--- src/rtl/ssl_cfg_loader.sv ---
module ssl_cfg_loader #(
  parameter int CLK_HZ     = 50_000_000,
  parameter int PULSE_US   = 1,
  parameter int LATENCY_US = 7500,
  parameter int CCLK_HALF  = 2,
  parameter int TOUT_W     = 16
) (
  input  logic              clk,
  input  logic              rst_n,
  input  logic              start,
  input  logic              partial,
  input  logic [TOUT_W-1:0] timeout_us,
  input  logic [7:0]        s_data,
  input  logic              s_valid,
  input  logic              s_last,
  output logic              s_ready,
  output logic              prog_n,
  output logic              cclk,
  output logic              din,
  input  logic              done_in,
  output logic              busy,
  output logic              ok,
  output logic [1:0]        err
);
  localparam int CYC_US    = CLK_HZ / 1_000_000;
  localparam int PULSE_CYC = PULSE_US * CYC_US;
  localparam int LAT_CYC   = LATENCY_US * CYC_US;
  localparam int PH_W      = $clog2(CCLK_HALF) + 1;
  localparam logic [1:0] E_NONE = 2'd0, E_DONE = 2'd1, E_TOUT = 2'd2, E_REJ = 2'd3;

  typedef enum logic [2:0] {S_IDLE, S_PULSE, S_CHECK, S_WAIT, S_DATA, S_POST, S_TAIL} st_t;

  st_t               st;
  logic [31:0]       dly;
  logic [TOUT_W-1:0] us_cnt, tout_lim;
  logic [7:0]        sh;
  logic [3:0]        bits;
  logic [PH_W-1:0]   ph;
  logic              bact, last_seen;

  assign busy    = (st != S_IDLE);
  assign s_ready = (st == S_DATA) && !bact && !last_seen;
  assign din     = sh[7];

  wire ld_data = s_ready && s_valid;
  wire expired = (us_cnt >= tout_lim);
  wire ld_ff   = (st == S_POST) && !bact && (done_in || !expired);
  wire load    = ld_data || ld_ff;

  always_ff @(posedge clk or negedge rst_n) begin
    if (!rst_n) begin
      sh   <= 8'hFF;
      bits <= '0;
      ph   <= '0;
      cclk <= 1'b0;
      bact <= 1'b0;
    end else if (load) begin
      sh   <= ld_data ? s_data : 8'hFF;
      bits <= 4'd8;
      ph   <= '0;
      cclk <= 1'b0;
      bact <= 1'b1;
    end else if (bact) begin
      if (ph == PH_W'(CCLK_HALF - 1)) begin
        ph   <= '0;
        cclk <= ~cclk;
        if (cclk) begin
          sh   <= {sh[6:0], 1'b1};
          bits <= bits - 4'd1;
          if (bits == 4'd1) bact <= 1'b0;
        end
      end else begin
        ph <= ph + PH_W'(1);
      end
    end
  end

  always_ff @(posedge clk or negedge rst_n) begin
    if (!rst_n) begin
      st        <= S_IDLE;
      prog_n    <= 1'b1;
      ok        <= 1'b0;
      err       <= E_NONE;
      dly       <= '0;
      us_cnt    <= '0;
      tout_lim  <= '0;
      last_seen <= 1'b0;
    end else begin
      case (st)
        S_IDLE: if (start) begin
          ok <= 1'b0;
          if (partial) begin
            err <= E_REJ;
          end else begin
            err       <= E_NONE;
            prog_n    <= 1'b0;
            dly       <= '0;
            tout_lim  <= timeout_us;
            last_seen <= 1'b0;
            st        <= S_PULSE;
          end
        end
        S_PULSE: begin
          if (dly == 32'(PULSE_CYC - 1)) begin
            prog_n <= 1'b1;
            st     <= S_CHECK;
          end else begin
            dly <= dly + 32'd1;
          end
        end
        S_CHECK: begin
          if (done_in) begin
            err <= E_DONE;
            st  <= S_IDLE;
          end else begin
            dly <= '0;
            st  <= S_WAIT;
          end
        end
        S_WAIT: begin
          if (dly == 32'(LAT_CYC - 1)) st <= S_DATA;
          else dly <= dly + 32'd1;
        end
        S_DATA: begin
          if (ld_data && s_last) last_seen <= 1'b1;
          if (!bact && last_seen) begin
            dly    <= '0;
            us_cnt <= '0;
            st     <= S_POST;
          end
        end
        S_POST: begin
          if (dly == 32'(CYC_US - 1)) begin
            dly <= '0;
            if (us_cnt != '1) us_cnt <= us_cnt + TOUT_W'(1);
          end else begin
            dly <= dly + 32'd1;
          end
          if (!bact) begin
            if (done_in) begin
              st <= S_TAIL;
            end else if (expired) begin
              err <= E_TOUT;
              st  <= S_IDLE;
            end
          end
        end
        S_TAIL: if (!bact) begin
          ok <= 1'b1;
          st <= S_IDLE;
        end
        default: st <= S_IDLE;
      endcase
    end
  end
endmodule


--- config.mk ---
export PLATFORM = sky130hd
export DESIGN_NAME = ssl_cfg_loader
export DESIGN_NICKNAME = d
export VERILOG_FILES = /design/src/rtl/ssl_cfg_loader.sv
export SDC_FILE = /design/constraint.sdc
export NUM_CORES = 1
export LEC_CHECK = 0
export ABC_AREA = 0
export BUFFER_PORTS_ARGS = -buffer_cell sky130_fd_sc_hd__buf_2
export CAP_MARGIN = 20
export CORE_ASPECT_RATIO = 0.7
export CORE_MARGIN = 3
export CORE_UTILIZATION = 30
export CTS_BUF_LIST = sky130_fd_sc_hd__clkbuf_16
export CTS_CLUSTER_DIAMETER = 80
export CTS_CLUSTER_SIZE = 24
export DETAILED_ROUTE_END_ITERATION = 8
export PLACE_DENSITY = 0.53
export RECOVER_POWER = 100
export SETUP_SLACK_MARGIN = 0.1
export SYNTH_ARGS = -nofsm -noshare
export SYNTH_HDL_FRONTEND = slang
export SYNTH_SLANG_ARGS = --single-unit
--- constraint.sdc ---
create_clock -name clk -period 4.2 [get_ports clk]
set_input_delay 0 -clock clk [delete_from_list [all_inputs] [get_ports clk]]
set_output_delay 0 -clock clk [all_outputs]
set_load 0.02 [all_outputs]
==> impl_table.tex, run 1 <==
\begin{tabular}{lr}
\hline
Metric & Value \\
\hline
\multicolumn{2}{l}{\textbf{Power}} \\
\quad NetSw & 1472 uW \\
\quad Power density of the placed cells & 609.5 nW/um\^{}2 \\
\quad Sw Ratio & about two fifths \\
\quad Combinational power share & 38.7\% \\
\quad Power share of the sequential group & 36.7\% \\
\quad Leakage power of the design & between 0.002 and 0.003 uW \\
\quad Internal & 2247 uW \\
\quad Worst ir drop on vdd & roughly 220 uV \\
\quad Total power of the final layout & 3719 uW \\
\quad Clock power share & $\sim$25\% \\
\multicolumn{2}{l}{\textbf{Routing}} \\
\quad Wire length on met1 & 6.860 mm \\
\quad Routed wire length & about 13 mm \\
\quad Sum of met2 wire segment lengths after detailed routing & between 5 and 6 mm \\
\quad First drt pass iteration count & 5 \\
\quad Via count normalized by instance count & 5.250 \\
\quad Amount of wire on met3 after detailed routing & 654 microns \\
\quad Highest routed layer & met4 \\
\quad Total DRC errors in the routed layout & 0 \\
\quad Antenna-violating nets left & 0 \\
\quad DRC marker count from the first detailed-route iteration & a little under 400 \\
\quad Via total after detailed routing & between 4000 and 5000 \\
\quad WL/cell & around 15 microns \\
\multicolumn{2}{l}{\textbf{Layout}} \\
\quad Multi-input gate area & 2690 sq um \\
\quad Most frequent cells in the layout & 79 x dfrtp\_1, 60 x nand2\_1, 41 x nor2\_1, 38 x o21ai\_0, 30 x buf\_2 \\
\quad Most common cell after layout, fill and taps aside & dfrtp\_1 \\
\quad Non-Filler Instances & 835 \\
\quad Post-layout nets & 657 \\
\quad Final-layout fill cell count & 1673 \\
\quad Final Core Density & between 30\% and 40\% \\
\quad Sequential cell area & 2213 sq um \\
\quad Share of post-route cells with drive strength above 1 & 12.62\% \\
\quad Antenna Diode Count & 0 \\
\quad Area added between synthesis and finish & 18.29\% \\
\multicolumn{2}{l}{\textbf{Global route}} \\
\quad Grt total ovfl & 0 \\
\quad GRT Util Overall & 14.09\% \\
\quad Number of global-route vias before repair & 4085 \\
\quad Initial antenna violation count & 0 \\
\quad Global-route wire length before repair & 21.29 mm \\
\quad Largest net degree at the start of global routing & 51 \\
\multicolumn{2}{l}{\textbf{STA}} \\
\quad Slew of the pin with the lowest slew margin & 2728 ps \\
\quad Total Negative Setup Slacks & 0 ps \\
\quad Count of pins over their slew limit & 51 \\
\quad Final setup skew & 6.592 ps \\
\quad Share of the clock period used by the worst path & between 80\% and 90\% \\
\quad Remaining max-slew budget at the tightest pin & -81.90\% \\
\quad Max Fclk & 277.5 MHz \\
\quad Total of endpoints with negative setup slack in the final report & 0 \\
\quad Number of hold violations in the final report & 0 \\
\quad Crit path time final & between 3000 and 4000 ps \\
\quad Unrepaired setup endpoints after global routing & false \\
\quad Worst hold-check slack & 28.60 ps \\
\multicolumn{2}{l}{\textbf{Yosys}} \\
\quad Yosys top cell by area & dfrtp\_1 \\
\quad Cells after Synth & about 550 \\
\quad Mean instance size in the synthesized netlist & about 9.3 sq um \\
\quad Post-synthesis instance area & 5159 sq um \\
\quad Largest cells by area after synthesis & dfrtp\_1 38\%, ha\_1 5.1\%, dfstp\_2 4.6\%, nand2\_1 4.4\%, mux2\_2 3.9\% \\
\quad Top FF cell, synth & dfrtp\_1 \\
\quad Yosys synthesis warning count & 0 \\
\quad Sequential element share of the synthesized area & 42.91\% \\
\quad Share of flip-flops with an asynchronous set or reset after synthesis & 100.0\% \\
\quad Post-synthesis sequential element count & 88 \\
\quad Proportion of netlist area held by the largest area contributor & between 30\% and 40\% \\
\quad Number of nets in the synthesized netlist & 604 \\
\quad Netlist cell types & 62 \\
\quad Number of enable flip-flop cells after synthesis & 0 \\
\multicolumn{2}{l}{\textbf{Outcome}} \\
\quad Violations in the final reports & max-capacitance violations, max-slew violations \\
\quad Result of the run & finished with violations \\
\multicolumn{2}{l}{\textbf{Floorplanning}} \\
\quad Die X & between 150 and 200 microns \\
\quad Initial standard-cell utilization of the core & between 30\% and 40\% \\
\quad Area inside the core boundary & between 15000 and 20000 sq um \\
\quad Ports placed on the boundary & 39 \\
\quad Row count & 39 \\
\quad Vert. Die Dim & about 120 microns \\
\quad Die Area & 18830 sq um \\
\multicolumn{2}{l}{\textbf{Critical path}} \\
\quad Largest stage delay on the critical path & 860 ps \\
\quad Critical path launch point type & register \\
\quad Worst Setup End Kind & register \\
\quad Ordered cell list for the critical path & ha\_1, nand4\_1, nor3\_1, or4b\_1, a31oi\_1, nor2\_1, or3\_1 \\
\quad Arr. time, crit path & 3820 ps \\
\quad CP Class & register to register \\
\quad Required time worst endpoint & 4420 ps \\
\quad Worst-path maximum fanout & 10 \\
\quad Slowest-stage cell, CP & a31oi\_1 \\
\multicolumn{2}{l}{\textbf{Hold path}} \\
\quad Hold crit path type & primary input to register \\
\multicolumn{2}{l}{\textbf{Placed design}} \\
\quad Number of placed cells counting well taps & 792 \\
\quad Sum of net half-perimeters after detailed placement & about 9.1 mm \\
\quad Count of input and output buffers & 38 \\
\quad Final weighted congestion of routability-driven global placement & 0.8059 \\
\multicolumn{2}{l}{\textbf{Clock tree}} \\
\quad Worst skew pair latency & 340 ps \\
\quad Clock tree root driver cell & clkbuf\_16 \\
\quad Count of cells resized by post-cts repair & 0 \\
\quad Bufs on Longest Clock Path & 2 \\
\quad Total clock sinks & 88 \\
\quad CTS tree & yes \\
\quad Clock input transition at the sequential cells of the worst setup and hold paths & approximately 60 ps \\
\quad Number of clock buffers inserted by TritonCTS & 9 \\
\quad H-tree depth & 3 \\
\multicolumn{2}{l}{\textbf{Run}} \\
\quad Max Cap Viol & 1 \\
\hline
\end{tabular}
## power groups by stage
| stage | logic [uW] | registers, uW | clock network, uW |
|---|---|---|---|
| floorplan | 1200 | 1270 | 0 |
| global placement | 1410 | 1370 | 0 |
| detailed placement | 1440 | 1380 | 0 |
| CTS | 1470 | 1360 | 941 |
| global route | 1610 | 1410 | 979 |
| finish | 1440 | 1370 | 915 |
## cell type report
class                      instances  share of cell area [%]
clock buffer                       9                   3.691
inverter                          27                   1.661
timing repair buffer              69                   7.833
tap                              225                   4.613
sequential                        88                   36.27
multi-input combinational        410                   44.08
clock inverter                     7                   1.845
## cell families (layout without fill, tap and decap cells)
kind of cell	Yosys count	in the layout	share of synthesized area [%]
AND/OR/NAND/NOR	210	210	20.67
AO/OA/AOI/OAI	134	134	18.17
flip-flops	88	88	42.91
buffers and inverters	54	112	4.462
multiplexers	26	26	5.481
adder cells (fa/ha/maj)	21	21	5.093
XOR/XNOR	19	19	3.226
## cells in the mapped netlist (2+ instances only)
cell,count
a21boi_0,8
a21oi_1,21
a22oi_1,3
a2bb2oi_1,10
a31oi_1,3
and2_1,2
and3_1,10
and4_1,3
buf_2,3
buf_4,2
buf_6,2
clkbuf_1,18
dfrtp_1,79
dfstp_2,9
ha_1,21
inv_1,27
mux2_2,18
mux2i_1,8
nand2_1,60
nand2b_1,11
nand3_1,16
nand4_1,13
nor2_1,41
nor2b_1,4
nor3_1,17
nor3b_1,3
nor4_1,10
o211ai_1,3
o21a_1,2
o21ai_0,33
o21ai_1,5
o221ai_1,8
o311ai_0,2
o31a_1,2
o31ai_1,20
or3_1,6
or4_1,7
xnor2_1,17
xor2_1,2
## per-layer routing
metal	GRT usage, %	vias up
li1	-	2132
met1	22.08	2134
met2	19.67	108
met3	3.215	10
met4	2.817	0
met5	0	-
## path summary, 6_finish.rpt
path / cells past startpoint / slack [ps] / startpoint / to
setup / recovery: 7 / 600 / us_cnt[13]$_DFFE_PN0P_ / bits[3]$_DFFE_PN0P_
hold / removal: 4 / 30 / start / ok$_DFFE_PN0P_
setup reg to reg: 7 / 600 / us_cnt[13]$_DFFE_PN0P_ / bits[3]$_DFFE_PN0P_
hold reg to reg: 2 / 490 / prog_n$_DFFE_PN1P_ / prog_n$_DFFE_PN1P_
max in group asynchronous: 3 / 1420 / rst_n / sh[3]$_DFFE_PN1P_
min in group asynchronous: 2 / 1080 / rst_n / dly[24]$_DFFE_PN0P_
## state kept, by name (all words and copies together) (netlist names), 2 cells and up
signal / cells
bits: 4
sh: 8
err: 2
ph: 2
dly: 32
tout_lim: 16
st: 3
us_cnt: 16
## metrics by stage
stage	instance area, sq um	worst slack (ps)
global route	6102	493.0
CTS	6132	996.4
global placement	5534	1065
floorplan	5159	1659
detailed placement	5534	1008
finish	6102	596.1
## what timing repair did
| action | in CTS | in global routing |
|---|---|---|
| buffers inserted | 0 | 0 |
| hold buffers | 26 | 0 |
| endpoints found under the hold margin | 74 | 0 |
## worst max-delay path, delay by kind of cell (launching register included)
family / cells / cell delay [ps]
fa+ha+maj: 1 / 330
simple gates: 5 / 1850
flops: 1 / 450
compound gates: 1 / 860
No activity file was read; power rests on OpenSTA's default activity.
==> inputs of run 2 (changes only) <==
Settings changed: PLACE_DENSITY 0.53 to default.
Clock period 4.2 ns to 3.45 ns, I/O delays scaled along.
==> impl_table.tex, run 2 (synthesis gave the netlist of run 1 again) <==
\begin{tabular}{lr}
\hline
Metric & Value \\
\hline
\multicolumn{2}{l}{\textbf{Outcome}} \\
\quad Result of the run & finished, final reports clean (was finished with violations) \\
\multicolumn{2}{l}{\textbf{Placed design}} \\
\quad Final weighted congestion of routability-driven global placement & 0.8609 (was 0.8059) \\
\quad Count of input and output buffers & 38 (unchanged) \\
\quad Sum of net half-perimeters after detailed placement & 9.145 mm (was 9.056 mm) \\
\quad Post-placement cell area & 5594 sq um (was 5534 sq um) \\
\multicolumn{2}{l}{\textbf{Hold path}} \\
\quad Startpoint of the worst hold path & s\_data[0] (was start) \\
\quad Hold crit path type & primary input to register (unchanged) \\
\multicolumn{2}{l}{\textbf{Layout}} \\
\quad Finished layout cell area & 6137 sq um (was 6102 sq um) \\
\quad Register with the highest flop count & dly (unchanged) \\
\quad Share of post-route cells with drive strength above 1 & 13.78\% (was 12.62\%) \\
\quad Antenna Diode Count & 0 (unchanged) \\
\quad Largest register FFs & 32 (unchanged) \\
\quad Biggest registers after layout & dly (32), tout\_lim (16), us\_cnt (16) (unchanged) \\
\quad Most frequent cells in the layout & 79 x dfrtp\_1, 60 x nand2\_1, 41 x nor2\_1, 38 x o21ai\_0, 30 x buf\_2 (unchanged) \\
\quad Area added between synthesis and finish & 18.97\% (was 18.29\%) \\
\quad Final-layout fill cell count & 1659 (was 1673) \\
\quad Final Core Density & 36.99\% (was 36.78\%) \\
\quad Post-layout nets & 664 (was 657) \\
\quad Most common cell after layout, fill and taps aside & dfrtp\_1 (unchanged) \\
\multicolumn{2}{l}{\textbf{STA}} \\
\quad Number of hold violations in the final report & 0 (unchanged) \\
\quad Total of endpoints with negative setup slack in the final report & 0 (unchanged) \\
\quad Total Negative Setup Slacks & 0 ps (unchanged) \\
\quad Crit path time final & 3026 ps (was 3604 ps) \\
\quad Share of the clock period used by the worst path & 87.70\% (was 85.81\%) \\
\quad Count of pins over their slew limit & 0 (was 51) \\
\quad Slew of the pin with the lowest slew margin & 1458 ps (was 2728 ps) \\
\quad Final setup skew & 13.94 ps (was 6.592 ps) \\
\quad Max Fclk & 330.5 MHz (was 277.5 MHz) \\
\quad Remaining max-slew budget at the tightest pin & 2.824\% (was -81.90\%) \\
\quad Unrepaired setup endpoints after global routing & false (unchanged) \\
\multicolumn{2}{l}{\textbf{Routing}} \\
\quad Total DRC errors in the routed layout & 0 (unchanged) \\
\quad Via count normalized by instance count & 5.257 (was 5.250) \\
\quad Via total after detailed routing & 4426 (was 4384) \\
\quad Antenna-violating nets left & 0 (unchanged) \\
\quad DRC marker count from the first detailed-route iteration & 277 (was 389) \\
\quad Routed wire length & 13.03 mm (was 12.67 mm) \\
\quad WL/cell & 15.47 microns (was 15.17 microns) \\
\quad First drt pass iteration count & 5 (unchanged) \\
\multicolumn{2}{l}{\textbf{Floorplanning}} \\
\quad Die X & 162.7 microns (unchanged) \\
\quad Initial standard-cell utilization of the core & 31.09\% (unchanged) \\
\quad Row count & 39 (unchanged) \\
\quad Ports placed on the boundary & 39 (unchanged) \\
\quad Area inside the core boundary & 16590 sq um (unchanged) \\
\quad Die Area & 18830 sq um (unchanged) \\
\quad Vert. Die Dim & 115.7 microns (unchanged) \\
\multicolumn{2}{l}{\textbf{Critical path}} \\
\quad CP Class & register to register (unchanged) \\
\quad Worst Setup End Kind & register (unchanged) \\
\quad Worst-path maximum fanout & 17 (was 10) \\
\quad Worst reg2reg path startpoint & dly[1]\$\_DFFE\_PN0P\_ (was us\_cnt[13]\$\_DFFE\_PN0P\_) \\
\quad Required time worst endpoint & 3650 ps (was 4420 ps) \\
\quad CP Launch Point & dly[1]\$\_DFFE\_PN0P\_ (was us\_cnt[13]\$\_DFFE\_PN0P\_) \\
\quad Arr. time, crit path & 3220 ps (was 3820 ps) \\
\quad Critical path launch point type & register (unchanged) \\
\multicolumn{2}{l}{\textbf{Clock tree}} \\
\quad Count of cells resized by post-cts repair & 0 (unchanged) \\
\quad Number of clock buffers inserted by TritonCTS & 9 (unchanged) \\
\quad Clock tree root driver cell & clkbuf\_16 (unchanged) \\
\quad Total clock sinks & 88 (unchanged) \\
\quad CTS tree & yes (unchanged) \\
\quad H-tree depth & 3 (unchanged) \\
\quad Clock input transition at the sequential cells of the worst setup and hold paths & 70 ps (was 60 ps) \\
\quad Worst skew pair latency & 340 ps (about the same) \\
\quad Bufs on Longest Clock Path & 2 (unchanged) \\
\multicolumn{2}{l}{\textbf{Global route}} \\
\quad Grt total ovfl & 0 (unchanged) \\
\quad Global-route wire length before repair & 21.85 mm (was 21.29 mm) \\
\quad Initial antenna violation count & 0 (unchanged) \\
\quad GRT Util Overall & 14.29\% (was 14.09\%) \\
\quad Largest net degree at the start of global routing & 76 (was 51) \\
\quad Number of global-route vias before repair & 4369 (was 4085) \\
\multicolumn{2}{l}{\textbf{Power}} \\
\quad Power density of the placed cells & 744.4 nW/um\^{}2 (was 609.5 nW/um\^{}2) \\
\quad Total power of the final layout & 4568 uW (was 3719 uW) \\
\quad Worst ir drop on vdd & 323.9 uV (was 216.8 uV) \\
\quad Leakage power of the design & 0.002569 uW (was 0.002549 uW) \\
\multicolumn{2}{l}{\textbf{Run}} \\
\quad Max Cap Viol & 0 (was 1) \\
\hline
\end{tabular}
## run 2: cell count changes in the layout (fill, tap and decap cells not counted), sizes merged
cell	delta
dlygate4sd3	-1
inv	-1
buf	+4
clkinv	+3
clkinvlp	-2
clkbuf	+4
## run 2: report_power, final
part	switching, uW	internal [uW]
sequential	303	1340
combinational	1090	725
clock	414	704
total	1800	2770
## run 2: metal layers
metal  global-route usage [%]  routed length, microns  vias to the layer above
li1                         -                       -                     2148
met1                    21.25                    6736                     2142
met2                    20.97                    5435                      124
met3                    3.287                     734                       12
met4                    3.662                     120                        0
met5                        0                       0                        -
## run 2: per-stage QoR
| step | instances | setup slack, ps | hold slack [ps] |
|---|---|---|---|
| 2_1_floorplan | 552 | 909.4 | -295.6 |
| 3_3_place_gp | 800 | 633.8 | 219.9 |
| 3_5_place_dp | 800 | 477.7 | 221.0 |
| 4_1_cts | 841 | 460.8 | 3.640 |
| 5_1_grt | 842 | 154.7 | 16.76 |
| 6_report | 842 | 424.3 | 9.970 |
## run 2: layout make-up
type	instances	area, sq um	area share (%)
multi-input combinational	410	2693	43.87
clock buffer	9	225.2	3.670
sequential	88	2213	36.07
tap	225	281.5	4.587
timing repair buffer	76	510.5	8.318
clock inverter	7	112.6	1.835
inverter	27	101.3	1.651
## run 2: worst paths after layout
check                                           endpoint  slack (ps)  cells past startpoint
worst max-delay path                  dly[2]$_DFFE_PN0P_         420                      8
worst min-delay path                   sh[0]$_DFFE_PN1P_          10                      3
worst max register to register        dly[2]$_DFFE_PN0P_         420                      8
worst min register to register  tout_lim[12]$_DFFE_PN0P_         510                      1
max in group asynchronous              st[0]$_DFFE_PN0P_        1010                      3
min in group asynchronous        tout_lim[3]$_DFFE_PN0P_         480                      2
## run 2: worst max-delay path, cell delays in order (launching register included)
cell	delay, ps
dfrtp_1	440
inv_1	80
ha_1	150
nor4b_1	310
and4bb_4	340
a31o_1	510
nand2_1	240
nand2b_1	600
o21ai_0	200
## run 2: what timing repair did
item                      CTS  global route
hold endpoints to repair   97             0
buffers inserted            0             0
hold buffers               25             0
==> inputs of run 3 (changes only) <==
Settings changed: CELL_PAD_IN_SITES_DETAIL_PLACEMENT from default to 2, CELL_PAD_IN_SITES_GLOBAL_PLACEMENT from default to 2, PLACE_DENSITY from default to 0.64.
==> impl_table.tex, run 3 (synthesis gave the netlist of run 1 again) <==
\begin{tabular}{lr}
\hline
Metric & Value \\
\hline
\multicolumn{2}{l}{\textbf{STA}} \\
\quad Share of the clock period used by the worst path & 92.33\% (was 87.70\%) \\
\quad Total Negative Setup Slacks & 0 ps (unchanged) \\
\quad Final setup skew & 8.888 ps (was 13.94 ps) \\
\quad Unrepaired setup endpoints after global routing & false (unchanged) \\
\quad Crit path time final & 3185 ps (was 3026 ps) \\
\quad Total of endpoints with negative setup slack in the final report & 0 (unchanged) \\
\quad Max Fclk & 314.0 MHz (was 330.5 MHz) \\
\quad Number of hold violations in the final report & 0 (unchanged) \\
\quad Count of pins over their slew limit & 84 (was 0) \\
\quad Remaining max-slew budget at the tightest pin & -17.57\% (was 2.824\%) \\
\quad Slew of the pin with the lowest slew margin & 1764 ps (was 1458 ps) \\
\quad Fin worst setup slack & 264.8 ps (was 424.3 ps) \\
\multicolumn{2}{l}{\textbf{Layout}} \\
\quad Most common cell after layout, fill and taps aside & dfrtp\_1 (unchanged) \\
\quad Share of post-route cells with drive strength above 1 & 14.17\% (was 13.78\%) \\
\quad Register with the highest flop count & dly (unchanged) \\
\quad Final-layout fill cell count & 1836 (was 1659) \\
\quad Area added between synthesis and finish & 18.87\% (was 18.97\%) \\
\quad Post-layout nets & 668 (was 664) \\
\quad Most frequent cells in the layout & 79 x dfrtp\_1, 60 x nand2\_1, 41 x nor2\_1, 37 x o21ai\_0, 30 x buf\_2 (was 79 x dfrtp\_1, 60 x nand2\_1, 41 x nor2\_1, 38 x o21ai\_0, 30 x buf\_2) \\
\quad Antenna Diode Count & 0 (unchanged) \\
\quad Final Core Density & 36.96\% (was 36.99\%) \\
\quad Biggest registers after layout & dly (32), tout\_lim (16), us\_cnt (16) (unchanged) \\
\quad Largest register FFs & 32 (unchanged) \\
\multicolumn{2}{l}{\textbf{Critical path}} \\
\quad Arr. time, crit path & 3410 ps (was 3220 ps) \\
\quad Cell family with most CP delay & buffers and inverters (was simple AND/OR/NAND/NOR gates) \\
\quad CP Class & register to register (unchanged) \\
\quad Critical path launch point type & register (unchanged) \\
\quad Number of cells traversed by the worst register-to-register path & 9 (was 8) \\
\quad Ordered cell list for the critical path & ha\_1, nand4\_1, nor4\_1, mux2i\_1, o31ai\_4, clkbuf\_1, nand2b\_1, buf\_4, o21ai\_0 (was inv\_1, ha\_1, nor4b\_1, and4bb\_4, a31o\_1, nand2\_1, nand2b\_1, o21ai\_0) \\
\quad Reg-to-Reg End & dly[30]\$\_DFFE\_PN0P\_ (was dly[2]\$\_DFFE\_PN0P\_) \\
\quad Required time worst endpoint & 3680 ps (was 3650 ps) \\
\quad Flop2flop setup slack & 260 ps (was 420 ps) \\
\quad Worst Setup End Kind & register (unchanged) \\
\quad CP Launch Point & dly[0]\$\_DFFE\_PN0P\_ (was dly[1]\$\_DFFE\_PN0P\_) \\
\quad Worst reg2reg path startpoint & dly[0]\$\_DFFE\_PN0P\_ (was dly[1]\$\_DFFE\_PN0P\_) \\
\quad Worst-path maximum fanout & 17 (unchanged) \\
\quad Slowest-stage cell, CP & clkbuf\_1 (was nand2b\_1) \\
\quad Instance count on the critical path & 9 (was 8) \\
\quad CP bufs+invs & 2 (was 1) \\
\quad Largest stage delay on the critical path & 600 ps (about the same) \\
\multicolumn{2}{l}{\textbf{Clock tree}} \\
\quad Worst skew pair latency & 360 ps (was 340 ps) \\
\quad Bufs on Longest Clock Path & 2 (unchanged) \\
\quad Clock tree root driver cell & clkbuf\_16 (unchanged) \\
\quad Clock input transition at the sequential cells of the worst setup and hold paths & 70 ps (about the same) \\
\quad H-tree depth & 3 (unchanged) \\
\quad Count of cells resized by post-cts repair & 0 (unchanged) \\
\quad Number of clock buffers inserted by TritonCTS & 9 (unchanged) \\
\quad Total clock sinks & 88 (unchanged) \\
\quad CTS tree & yes (unchanged) \\
\multicolumn{2}{l}{\textbf{Run}} \\
\quad Max Cap Viol & 2 (was 0) \\
\multicolumn{2}{l}{\textbf{Outcome}} \\
\quad Violations in the final reports & max-capacitance violations, max-slew violations \\
\quad Result of the run & finished with violations (was finished, final reports clean) \\
\multicolumn{2}{l}{\textbf{Power}} \\
\quad Worst ir drop on vdd & 280.9 uV (was 323.9 uV) \\
\quad Power density of the placed cells & 746.5 nW/um\^{}2 (was 744.4 nW/um\^{}2) \\
\quad Leakage power of the design & 0.002543 uW (was 0.002569 uW) \\
\multicolumn{2}{l}{\textbf{Floorplanning}} \\
\quad Area inside the core boundary & 16590 sq um (unchanged) \\
\quad Die X & 162.7 microns (unchanged) \\
\quad Vert. Die Dim & 115.7 microns (unchanged) \\
\quad Ports placed on the boundary & 39 (unchanged) \\
\quad Initial standard-cell utilization of the core & 31.09\% (unchanged) \\
\quad Row count & 39 (unchanged) \\
\quad Die Area & 18830 sq um (unchanged) \\
\multicolumn{2}{l}{\textbf{Hold path}} \\
\quad Worst hold path endpoint & st[1]\$\_DFFE\_PN0P\_ (was sh[0]\$\_DFFE\_PN1P\_) \\
\quad Number of instances on the worst hold path & 3 (unchanged) \\
\quad Hold crit path type & primary input to register (unchanged) \\
\quad Startpoint of the worst hold path & done\_in (was s\_data[0]) \\
\multicolumn{2}{l}{\textbf{Global route}} \\
\quad Initial antenna violation count & 0 (unchanged) \\
\quad Global-route wire length before repair & 27.18 mm (was 21.85 mm) \\
\quad Largest net degree at the start of global routing & 65 (was 76) \\
\quad Number of global-route vias before repair & 4860 (was 4369) \\
\quad GRT Util Overall & 18.30\% (was 14.29\%) \\
\quad Grt total ovfl & 0 (unchanged) \\
\multicolumn{2}{l}{\textbf{Placed design}} \\
\quad Sum of net half-perimeters after detailed placement & 11.42 mm (was 9.145 mm) \\
\quad Final weighted congestion of routability-driven global placement & 0.7478 (was 0.8609) \\
\quad Placement-stage worst setup slack & 403.7 ps (was 477.7 ps) \\
\quad Count of input and output buffers & 38 (unchanged) \\
\multicolumn{2}{l}{\textbf{Routing}} \\
\quad DRC marker count from the first detailed-route iteration & 156 (was 277) \\
\quad Routed wire length & 16.29 mm (was 13.03 mm) \\
\quad Via count normalized by instance count & 5.301 (was 5.257) \\
\quad First drt pass iteration count & 4 (was 5) \\
\quad Total DRC errors in the routed layout & 0 (unchanged) \\
\quad Antenna-violating nets left & 0 (unchanged) \\
\quad Via total after detailed routing & 4485 (was 4426) \\
\quad WL/cell & 19.26 microns (was 15.47 microns) \\
\hline
\end{tabular}
==> run 3: cell count changes in the layout (fill, tap and decap cells not counted), sizes merged <==
cell / change
clkinvlp: +5
clkinv: -2
dlygate4sd3: +2
buf: +2
bufinv: -3
==> run 3: area by class of cell <==
cell class                 instances  area, sq um  area share (%)
multi-input combinational        410         2715           44.28
sequential                        88         2213           36.09
inverter                          27        101.3           1.653
tap                              225        281.5           4.591
timing repair buffer              80        545.5           8.896
clock inverter                     7        50.05          0.8162
clock buffer                       9        225.2           3.673
==> run 3: per-layer routing <==
metal	GRT usage, %	up-vias	wire length (microns)
met2	27.71	62	6976
met1	27.09	2275	8586
met4	4.732	0	172
li1	-	2136	-
met3	3.215	12	556
met5	0	-	0
==> run 3: what timing repair did <==
| action | CTS | global route |
|---|---|---|
| buffers inserted | 0 | 0 |
| hold endpoints to repair | 84 | 0 |
| hold buffers | 27 | 0 |
| setup endpoints to repair | 0 | 0 |
==> run 3: worst max path at each step <==
| stage | end | slack [ps] |
|---|---|---|
| after floorplan | bits[3]$_DFFE_PN0P_ | 910 |
| after global placement | dly[28]$_DFFE_PN0P_ | 490 |
| after detailed placement | dly[22]$_DFFE_PN0P_ | 400 |
| after CTS | dly[22]$_DFFE_PN0P_ | 360 |
| after global routing | dly[30]$_DFFE_PN0P_ | 60 |
| final | dly[30]$_DFFE_PN0P_ | 260 |
==> run 3: power by group <==
group,internal [uW],switching (uW)
registers,1340,295
logic,764,1240
clock network,487,454
total,2590,1990
==> run 3: worst reg2reg max path, delay by kind of cell, from the launching register on <==
kind            cells  cell delay (ps)
buf+inv             2              850
mux                 1              230
simple gates        3              770
flops               1              480
fa+ha+maj           1              290
compound gates      2              440
==> run 3: through the flow <==
step / hold WS [ps] / power, uW / instance area [sq um] / cells
finish: 96.69 / 4577 / 6132 / 846
CTS: 81.35 / 4663 / 6162 / 846
detailed placement: 201.1 / 3666 / 5617 / 803
global route: 117.7 / 4961 / 6132 / 846
global placement: 194.0 / 3555 / 5617 / 803
floorplan: -295.6 / 3007 / 5159 / 552
